<file path="config.mk">
export PLATFORM = sky130hd
export DESIGN_NAME = uart_autopd
export DESIGN_NICKNAME = d
export VERILOG_FILES = /design/src/rtl/uapd_pkg.sv /design/src/rtl/uapd_edge.sv /design/src/rtl/uapd_datapath.sv /design/src/rtl/uapd_ctrl.sv /design/src/rtl/uart_autopd.sv
export SDC_FILE = /design/constraint.sdc
export NUM_CORES = 1
export LEC_CHECK = 0
export ABC_AREA = 0
export BUFFER_PORTS_ARGS = -buffer_cell sky130_fd_sc_hd__buf_4
export CAP_MARGIN = 40
export CORE_AREA = 2 2 39 41
export DETAILED_ROUTE_END_ITERATION = 10
export DIE_AREA = 0 0 41 43
export GPL_ROUTABILITY_DRIVEN = 0
export GPL_TIMING_DRIVEN = 0
export PLACE_DENSITY = 0.74
export SLEW_MARGIN = 20
export SYNTH_ARGS = -nofsm -noshare
export SYNTH_HDL_FRONTEND = slang
export SYNTH_SLANG_ARGS = --single-unit
</file>
<file path="constraint.sdc">
create_clock -name clk -period 3.6 [get_ports clk]
set_input_delay 0.18 -clock clk [delete_from_list [all_inputs] [get_ports clk]]
set_output_delay 0.18 -clock clk [all_outputs]
set_load 0.05 [all_outputs]
</file>
<file path="src/rtl/uapd_pkg.sv">
package uapd_pkg;
  localparam int TX_EN_BIT = 4;
  localparam int RX_EN_BIT = 5;

  // events reported by the datapath to the control
  typedef struct packed {
    logic rxEdge;
    logic riEdge;
    logic holdBusy;
  } evtBundle_t;

  // strobes issued by the control to the datapath
  typedef struct packed {
    logic riSet;
    logic riClr;
    logic holdLoad;
  } ctlStrobes_t;
endpackage

</file>
<file path="src/rtl/uapd_edge.sv">
module uapd_edge #(
  parameter int STAGES    = 2,
  parameter bit RESET_VAL = 1'b0
) (
  input  logic clk,
  input  logic rst_n,
  input  logic pinIn,
  output logic edgeSeen
);
  logic [STAGES-1:0] pipe;
  logic prevLvl;

  generate
    if (STAGES == 1) begin : g_single
      always_ff @(posedge clk or negedge rst_n) begin
        if (!rst_n) pipe <= RESET_VAL;
        else        pipe <= pinIn;
      end
    end else begin : g_multi
      always_ff @(posedge clk or negedge rst_n) begin
        if (!rst_n) pipe <= {STAGES{RESET_VAL}};
        else        pipe <= {pipe[STAGES-2:0], pinIn};
      end
    end
  endgenerate

  always_ff @(posedge clk or negedge rst_n) begin
    if (!rst_n) prevLvl <= RESET_VAL;
    else        prevLvl <= pipe[STAGES-1];
  end

  assign edgeSeen = pipe[STAGES-1] ^ prevLvl;

  // an edge means the registered level flips on the next cycle
  p_edge_tracks_r5: assert property (@(posedge clk) disable iff (!rst_n)
    edgeSeen |=> (prevLvl != $past(prevLvl)));
endmodule

</file>
<file path="src/rtl/uapd_datapath.sv">
module uapd_datapath
  import uapd_pkg::*;
#(
  parameter int SYNC_STAGES = 2,
  parameter int WAKE_HOLD   = 4,
  localparam int HOLD_W     = $clog2(WAKE_HOLD + 1)
) (
  input  logic        clk,
  input  logic        rst_n,
  input  logic        rxdPin,
  input  logic        riPin,
  input  ctlStrobes_t strb,
  output evtBundle_t  evt,
  output logic        riChangeIrq
);
  logic rxEdge, riEdge;
  logic [HOLD_W-1:0] holdCnt;

  uapd_edge #(.STAGES(SYNC_STAGES), .RESET_VAL(1'b1)) i_rxdEdge (
    .clk(clk), .rst_n(rst_n), .pinIn(rxdPin), .edgeSeen(rxEdge));

  uapd_edge #(.STAGES(SYNC_STAGES), .RESET_VAL(1'b0)) i_riEdge (
    .clk(clk), .rst_n(rst_n), .pinIn(riPin), .edgeSeen(riEdge));

  // wake-hold window counter
  always_ff @(posedge clk or negedge rst_n) begin
    if (!rst_n)                holdCnt <= '0;
    else if (strb.holdLoad)    holdCnt <= HOLD_W'(WAKE_HOLD);
    else if (holdCnt != '0)    holdCnt <= holdCnt - 1'b1;
  end

  // ring-indicator change latch: set beats clear
  always_ff @(posedge clk or negedge rst_n) begin
    if (!rst_n)           riChangeIrq <= 1'b0;
    else if (strb.riSet)  riChangeIrq <= 1'b1;
    else if (strb.riClr)  riChangeIrq <= 1'b0;
  end

  always_comb begin
    evt.rxEdge   = rxEdge;
    evt.riEdge   = riEdge;
    evt.holdBusy = (holdCnt != '0);
  end

  p_ri_set_r8: assert property (@(posedge clk) disable iff (!rst_n)
    strb.riSet |=> riChangeIrq);
  p_ri_sticky_r9: assert property (@(posedge clk) disable iff (!rst_n)
    (riChangeIrq && !strb.riClr) |=> riChangeIrq);
  p_hold_load_r6: assert property (@(posedge clk) disable iff (!rst_n)
    strb.holdLoad |=> evt.holdBusy);
endmodule

</file>
<file path="src/rtl/uapd_ctrl.sv">
module uapd_ctrl
  import uapd_pkg::*;
#(
  parameter int LEVEL_W = 5
) (
  input  logic               clk,
  input  logic               rst_n,
  input  logic [7:0]         cfgReg,
  input  logic               txHoldEmpty,
  input  logic               txShiftEmpty,
  input  logic               txBufWrite,
  input  logic [LEVEL_W-1:0] rxFifoLevel,
  input  logic               rxHuntIdle,
  input  logic               msrRead,
  input  evtBundle_t         evt,
  output ctlStrobes_t        strb,
  output logic               txPowerDown,
  output logic               rxPowerDown
);
  logic txEn, rxEn, txEnter, rxEnter, rxFifoEmpty;

  assign txEn        = cfgReg[TX_EN_BIT];
  assign rxEn        = cfgReg[RX_EN_BIT];
  assign rxFifoEmpty = (rxFifoLevel == '0);
  assign txEnter     = txHoldEmpty && txShiftEmpty;
  assign rxEnter     = rxFifoEmpty && rxHuntIdle && !evt.holdBusy;

  always_comb begin
    strb.riSet    = evt.riEdge;
    strb.riClr    = msrRead && !evt.riEdge;
    strb.holdLoad = evt.rxEdge;
  end

  always_ff @(posedge clk or negedge rst_n) begin
    if (!rst_n)                       txPowerDown <= 1'b0;
    else if (!txEn || txBufWrite)     txPowerDown <= 1'b0;
    else if (txEnter)                 txPowerDown <= 1'b1;
  end

  always_ff @(posedge clk or negedge rst_n) begin
    if (!rst_n)                       rxPowerDown <= 1'b0;
    else if (!rxEn || evt.rxEdge)     rxPowerDown <= 1'b0;
    else if (rxEnter)                 rxPowerDown <= 1'b1;
  end

  p_tx_enter_r2: assert property (@(posedge clk) disable iff (!rst_n)
    (txEn && txHoldEmpty && txShiftEmpty && !txBufWrite) |=> txPowerDown);
  p_tx_wake_r3: assert property (@(posedge clk) disable iff (!rst_n)
    txBufWrite |=> !txPowerDown);
  p_rx_entry_r4: assert property (@(posedge clk) disable iff (!rst_n)
    $rose(rxPowerDown) |-> $past(rxFifoEmpty && rxHuntIdle && rxEn));
  p_rx_wake_r5: assert property (@(posedge clk) disable iff (!rst_n)
    evt.rxEdge |=> !rxPowerDown);
  p_tx_off_r7: assert property (@(posedge clk) disable iff (!rst_n)
    !txEn |=> !txPowerDown);
  p_rx_off_r7: assert property (@(posedge clk) disable iff (!rst_n)
    !rxEn |=> !rxPowerDown);
endmodule

</file>
<file path="src/rtl/uart_autopd.sv">
module uart_autopd
  import uapd_pkg::*;
#(
  parameter int FIFO_DEPTH  = 16,
  parameter int SYNC_STAGES = 2,
  parameter int WAKE_HOLD   = 4,
  localparam int LEVEL_W    = $clog2(FIFO_DEPTH + 1)
) (
  input  logic               clk,
  input  logic               rst_n,
  input  logic [7:0]         cfgReg,
  input  logic               txHoldEmpty,
  input  logic               txShiftEmpty,
  input  logic               txBufWrite,
  input  logic [LEVEL_W-1:0] rxFifoLevel,
  input  logic               rxHuntIdle,
  input  logic               rxdPin,
  input  logic               riPin,
  input  logic               msrRead,
  output logic               txPowerDown,
  output logic               rxPowerDown,
  output logic               riChangeIrq
);
  evtBundle_t  evt;
  ctlStrobes_t strb;

  uapd_datapath #(.SYNC_STAGES(SYNC_STAGES), .WAKE_HOLD(WAKE_HOLD)) i_dp (
    .clk(clk), .rst_n(rst_n), .rxdPin(rxdPin), .riPin(riPin),
    .strb(strb), .evt(evt), .riChangeIrq(riChangeIrq));

  uapd_ctrl #(.LEVEL_W(LEVEL_W)) i_ctrl (
    .clk(clk), .rst_n(rst_n), .cfgReg(cfgReg),
    .txHoldEmpty(txHoldEmpty), .txShiftEmpty(txShiftEmpty),
    .txBufWrite(txBufWrite), .rxFifoLevel(rxFifoLevel),
    .rxHuntIdle(rxHuntIdle), .msrRead(msrRead), .evt(evt), .strb(strb),
    .txPowerDown(txPowerDown), .rxPowerDown(rxPowerDown));

  // a ring-indicator change never wakes a sleeping direction
  p_ri_no_wake_r8: assert property (@(posedge clk) disable iff (!rst_n)
    (evt.riEdge && !evt.rxEdge && rxPowerDown && cfgReg[RX_EN_BIT]) |=> rxPowerDown);
  // a transmit write leaves receive sleep alone
  p_indep_r10: assert property (@(posedge clk) disable iff (!rst_n)
    (txBufWrite && rxPowerDown && cfgReg[RX_EN_BIT] && !evt.rxEdge) |=> rxPowerDown);
endmodule

</file>
==> report_table.html <==
<table>
<tr><th>Metric</th><th>Value</th></tr>
<tr><th colspan="2">Status</th></tr>
<tr><td>Result of the run</td><td>completed</td></tr>
<tr><th colspan="2">Logic synthesis</th></tr>
<tr><td>Unique masters post-synth</td><td>15</td></tr>
<tr><td>Fraction of post-synthesis cell area in the top cell type by area</td><td>48.13%</td></tr>
<tr><td>Sequential-to-total area share from yosys stat</td><td>64.97%</td></tr>
<tr><td>Post-Syn Area</td><td>467.9 um^2</td></tr>
<tr><td>Commonest cells post-synth</td><td>sky130_fd_sc_hd__dfrtp_1 (9), sky130_fd_sc_hd__inv_1 (4), sky130_fd_sc_hd__dfstp_2 (3), sky130_fd_sc_hd__nor2_1 (3), sky130_fd_sc_hd__xnor2_1 (3)</td></tr>
<tr><td>Mean instance size in the synthesized netlist</td><td>13.37 um^2</td></tr>
<tr><td>Library cell with the largest summed area after synthesis</td><td>sky130_fd_sc_hd__dfrtp_1</td></tr>
<tr><td>Count of flip-flops with a built-in enable after synthesis</td><td>0</td></tr>
<tr><td>Post-synth net total</td><td>59</td></tr>
<tr><td>Most instantiated flip-flop cell in the synthesis netlist</td><td>sky130_fd_sc_hd__dfrtp_1</td></tr>
<tr><td>Most common cell in the synthesized netlist</td><td>sky130_fd_sc_hd__dfrtp_1</td></tr>
<tr><td>Count of yosys warnings during synthesis</td><td>0</td></tr>
<tr><td>Number of synthesized register bits</td><td>12</td></tr>
<tr><td>Proportion of register bits with asynchronous set or reset after synthesis</td><td>100.0%</td></tr>
<tr><td>Cell types occupying the most area after synthesis</td><td>sky130_fd_sc_hd__dfrtp_1 (48%), sky130_fd_sc_hd__dfstp_2 (17%), sky130_fd_sc_hd__xnor2_1 (5.6%)</td></tr>
<tr><td>Gate count of the mapped netlist</td><td>35</td></tr>
<tr><th colspan="2">GRT</th></tr>
<tr><td>Overflow after GRT</td><td>0</td></tr>
<tr><td>Antenna violations before repair</td><td>0</td></tr>
<tr><td>Pin count of the biggest net entering global routing</td><td>13</td></tr>
<tr><td>Via count of the first global-routing pass</td><td>328</td></tr>
<tr><td>Global-route wire length before repair</td><td>1207 um</td></tr>
<tr><td>Total GRT Usage</td><td>11.05%</td></tr>
<tr><th colspan="2">Clock tree</th></tr>
<tr><td>Clock tree sinks</td><td>12</td></tr>
<tr><td>Clock latency at the later pin of the worst-skew pair</td><td>0.27 ns</td></tr>
<tr><td>Post-CTS setup buffer count</td><td>0</td></tr>
<tr><td>Number of buffers added by the clock tree synthesis step</td><td>3</td></tr>
<tr><td>H-Tree Level Count</td><td>1</td></tr>
<tr><td>CTS tree</td><td>yes</td></tr>
<tr><td>Clock-pin transition on the worst setup and hold timing paths</td><td>0.07 ns</td></tr>
<tr><td>Maximum clock path buffer count</td><td>2</td></tr>
<tr><td>Root buffer cell</td><td>sky130_fd_sc_hd__clkbuf_4</td></tr>
<tr><th colspan="2">Critical path</th></tr>
<tr><td>Crit path kind</td><td>reg2reg</td></tr>
<tr><td>Arrival time at the worst endpoint</td><td>1.46 ns</td></tr>
<tr><td>CP max FO</td><td>4</td></tr>
<tr><td>Worst EP required</td><td>3.76 ns</td></tr>
<tr><td>Launch instance of the worst register-to-register path</td><td>i_dp.holdCnt[0]</td></tr>
<tr><td>Critical Path Source</td><td>i_dp.holdCnt[0]</td></tr>
<tr><td>CP Launch Type</td><td>flop</td></tr>
<tr><td>Element type at the critical path end</td><td>flop</td></tr>
<tr><th colspan="2">Floorplan</th></tr>
<tr><td>Initial Util</td><td>33.82%</td></tr>
<tr><td>Core footprint</td><td>1384 um^2</td></tr>
<tr><td>Chip width</td><td>41 um</td></tr>
<tr><td>Total number of placement rows</td><td>14</td></tr>
<tr><td>Height of the die</td><td>43 um</td></tr>
<tr><td>Die footprint</td><td>1763 um^2</td></tr>
<tr><td>Number of I/O pins</td><td>25</td></tr>
<tr><th colspan="2">Hold path</th></tr>
<tr><td>Kind of path behind the tightest hold check</td><td>in2reg</td></tr>
<tr><td>Worst min-delay path startpoint</td><td>txBufWrite</td></tr>
<tr><th colspan="2">Timing</th></tr>
<tr><td>Fin crit period</td><td>1.297 ns</td></tr>
<tr><td>Count of final hold-check violations</td><td>0</td></tr>
<tr><td>Final Max Slew Viols</td><td>0</td></tr>
<tr><td>Actual transition at the worst max-transition pin</td><td>0.2553 ns</td></tr>
<tr><td>Worst relative slew slack</td><td>82.92%</td></tr>
<tr><td>Final setup TNS</td><td>0 ns</td></tr>
<tr><td>Setup violators final</td><td>0</td></tr>
<tr><td>Setup Skew</td><td>0.004382 ns</td></tr>
<tr><td>Period utilisation layout</td><td>36.04%</td></tr>
<tr><td>RSZ-0062 raised after global routing</td><td>no</td></tr>
<tr><td>Max Freq</td><td>770.8 MHz</td></tr>
<tr><th colspan="2">Drt</th></tr>
<tr><td>Wire length per cell</td><td>10.08 um</td></tr>
<tr><td>WL final</td><td>766 um</td></tr>
<tr><td>Violation count after the first detailed-route iteration</td><td>0</td></tr>
<tr><td>ANT nets after route</td><td>0</td></tr>
<tr><td>Total DRC errors in the routed layout</td><td>0</td></tr>
<tr><td>Pre-antenna DRT Iters</td><td>1</td></tr>
<tr><td>Vias per Instance</td><td>4.618</td></tr>
<tr><td>Detailed-route via count</td><td>351</td></tr>
<tr><th colspan="2">Final layout</th></tr>
<tr><td>Ratio of cells with drive above 1 in the final layout</td><td>45.00%</td></tr>
<tr><td>Final antenna diode count</td><td>0</td></tr>
<tr><td>Number of nets at the end of the flow</td><td>85</td></tr>
<tr><td>Post-Layout Cell Count</td><td>76</td></tr>
<tr><td>Synthesis-to-layout area growth</td><td>47.33%</td></tr>
<tr><td>FILL cells</td><td>137</td></tr>
<tr><th colspan="2">Power</th></tr>
<tr><td>Cell leakage power</td><td>0.0003512 uW</td></tr>
<tr><td>Power density relative to cell area</td><td>544.0 nW/um^2</td></tr>
<tr><td>Worst IR drop on VDD</td><td>287.7 uV</td></tr>
<tr><th colspan="2">Placed design</th></tr>
<tr><td>Cell count after placement</td><td>69</td></tr>
<tr><td># port buffers</td><td>18</td></tr>
<tr><td>Detailed-placement wirelength estimate</td><td>569.6 um</td></tr>
<tr><th colspan="2">Flow run</th></tr>
<tr><td>Maximum Capacitance Violations</td><td>0</td></tr>
</table>
==> power by group <==
| part | internal, uW | total [uW] | switching, uW |
|---|---|---|---|
| combinational | 52.2 | 101 | 49.0 |
| sequential | 157 | 171 | 13.5 |
| clock | 61.4 | 103 | 41.9 |
| total | 271 | 375 | 104 |
==> what timing repair did <==
action                                 CTS  global route
endpoints found under the hold margin   12             2
resized for setup                        0             0
hold buffers                             1             2
==> worst max-delay path: stages, from the launching register on <==
cell	delay, ns
sky130_fd_sc_hd__dfrtp_1	0.37
sky130_fd_sc_hd__inv_1	0.07
sky130_fd_sc_hd__ha_1	0.24
sky130_fd_sc_hd__nand2b_4	0.10
sky130_fd_sc_hd__and4bb_2	0.22
sky130_fd_sc_hd__o211a_1	0.19
==> layer usage <==
| layer | global-route usage (%) | routed length, um |
|---|---|---|
| met5 | 0 | 0 |
| met4 | 10.00 | 30 |
| met3 | 4.712 | 67 |
| met2 | 15.63 | 367 |
| met1 | 11.64 | 300 |
==> layout make-up <==
| cell class | instances | area (um^2) | share of cell area (%) |
|---|---|---|---|
| tap | 16 | 20.02 | 2.904 |
| inverter | 4 | 15.01 | 2.178 |
| timing repair buffer | 21 | 165.2 | 23.96 |
| multi-input combinational | 19 | 148.9 | 21.60 |
| clock buffer | 4 | 36.28 | 5.263 |
| sequential | 12 | 304.0 | 44.10 |
==> kinds of logic after synthesis <==
logic type	share of synthesized area [%]
AOI/OAI and AO/OA	8.022
adders and majority gates	5.347
buffers and inverters	3.208
xor gates and xnor gates	7.488
DFF	64.98
and+or+nand+nor	10.96
==> per-stage QoR <==
| stage | area (um^2) | total power, uW | util (%) | setup WS [ns] | hold WS (ns) |
|---|---|---|---|---|---|
| floorplan | 467.9 | 241.9 | - | 2.374 | -0.1156 |
| global route | 689.4 | 403.9 | 49.82 | 2.245 | 0.04768 |
| detailed placement | 623.1 | 271.7 | 45.03 | 2.303 | 0.02409 |
| global placement | 623.1 | 266.0 | 45.03 | 2.336 | 0.02111 |
| CTS | 669.4 | 379.7 | 48.37 | 2.282 | 0.007288 |
| finish | 689.4 | 375.0 | 49.82 | 2.303 | 0.06074 |
==> cells in the final DEF, fill, tap and decap left out <==
cell                            count
sky130_fd_sc_hd__a211oi_1           1
sky130_fd_sc_hd__a21oi_1            2
sky130_fd_sc_hd__and4bb_2           1
sky130_fd_sc_hd__buf_4             18
sky130_fd_sc_hd__clkbuf_4           3
sky130_fd_sc_hd__clkbuf_8           1
sky130_fd_sc_hd__dfrtp_1            9
sky130_fd_sc_hd__dfstp_2            3
sky130_fd_sc_hd__dlygate4sd3_1      3
sky130_fd_sc_hd__ha_1               2
sky130_fd_sc_hd__inv_1              4
sky130_fd_sc_hd__nand2b_4           1
sky130_fd_sc_hd__nor2_1             3
sky130_fd_sc_hd__nor3b_1            1
sky130_fd_sc_hd__nor4_1             1
sky130_fd_sc_hd__o211a_1            1
sky130_fd_sc_hd__o21ai_0            2
sky130_fd_sc_hd__xnor2_1            3
sky130_fd_sc_hd__xor2_1             1
==> state kept, by name, summed over array words and instances (netlist names) <==
| register | cells |
|---|---|
| i_dp.holdCnt | 3 |
| i_ctrl.rxPowerDown | 1 |
| i_dp.i_riEdge.prevLvl | 1 |
| i_dp.riChangeIrq | 1 |
| i_dp.i_rxdEdge.pipe | 2 |
| i_ctrl.txPowerDown | 1 |
| i_dp.i_rxdEdge.prevLvl | 1 |
| i_dp.i_riEdge.pipe | 2 |
==> worst paths after layout <==
kind	cells after the start	endpoint	slack, ns
worst max register to register	5	i_ctrl.rxPowerDown	2.30
worst max-delay path	5	i_ctrl.rxPowerDown	2.30
worst min register to register	0	i_dp.i_riEdge.pipe[1]	0.35
min in group asynchronous	2	i_dp.i_riEdge.pipe[0]	0.28
max in group asynchronous	2	i_dp.i_rxdEdge.pipe[0]	3.09
worst min-delay path	2	i_ctrl.txPowerDown	0.06
(Power assumes the default switching activity.)
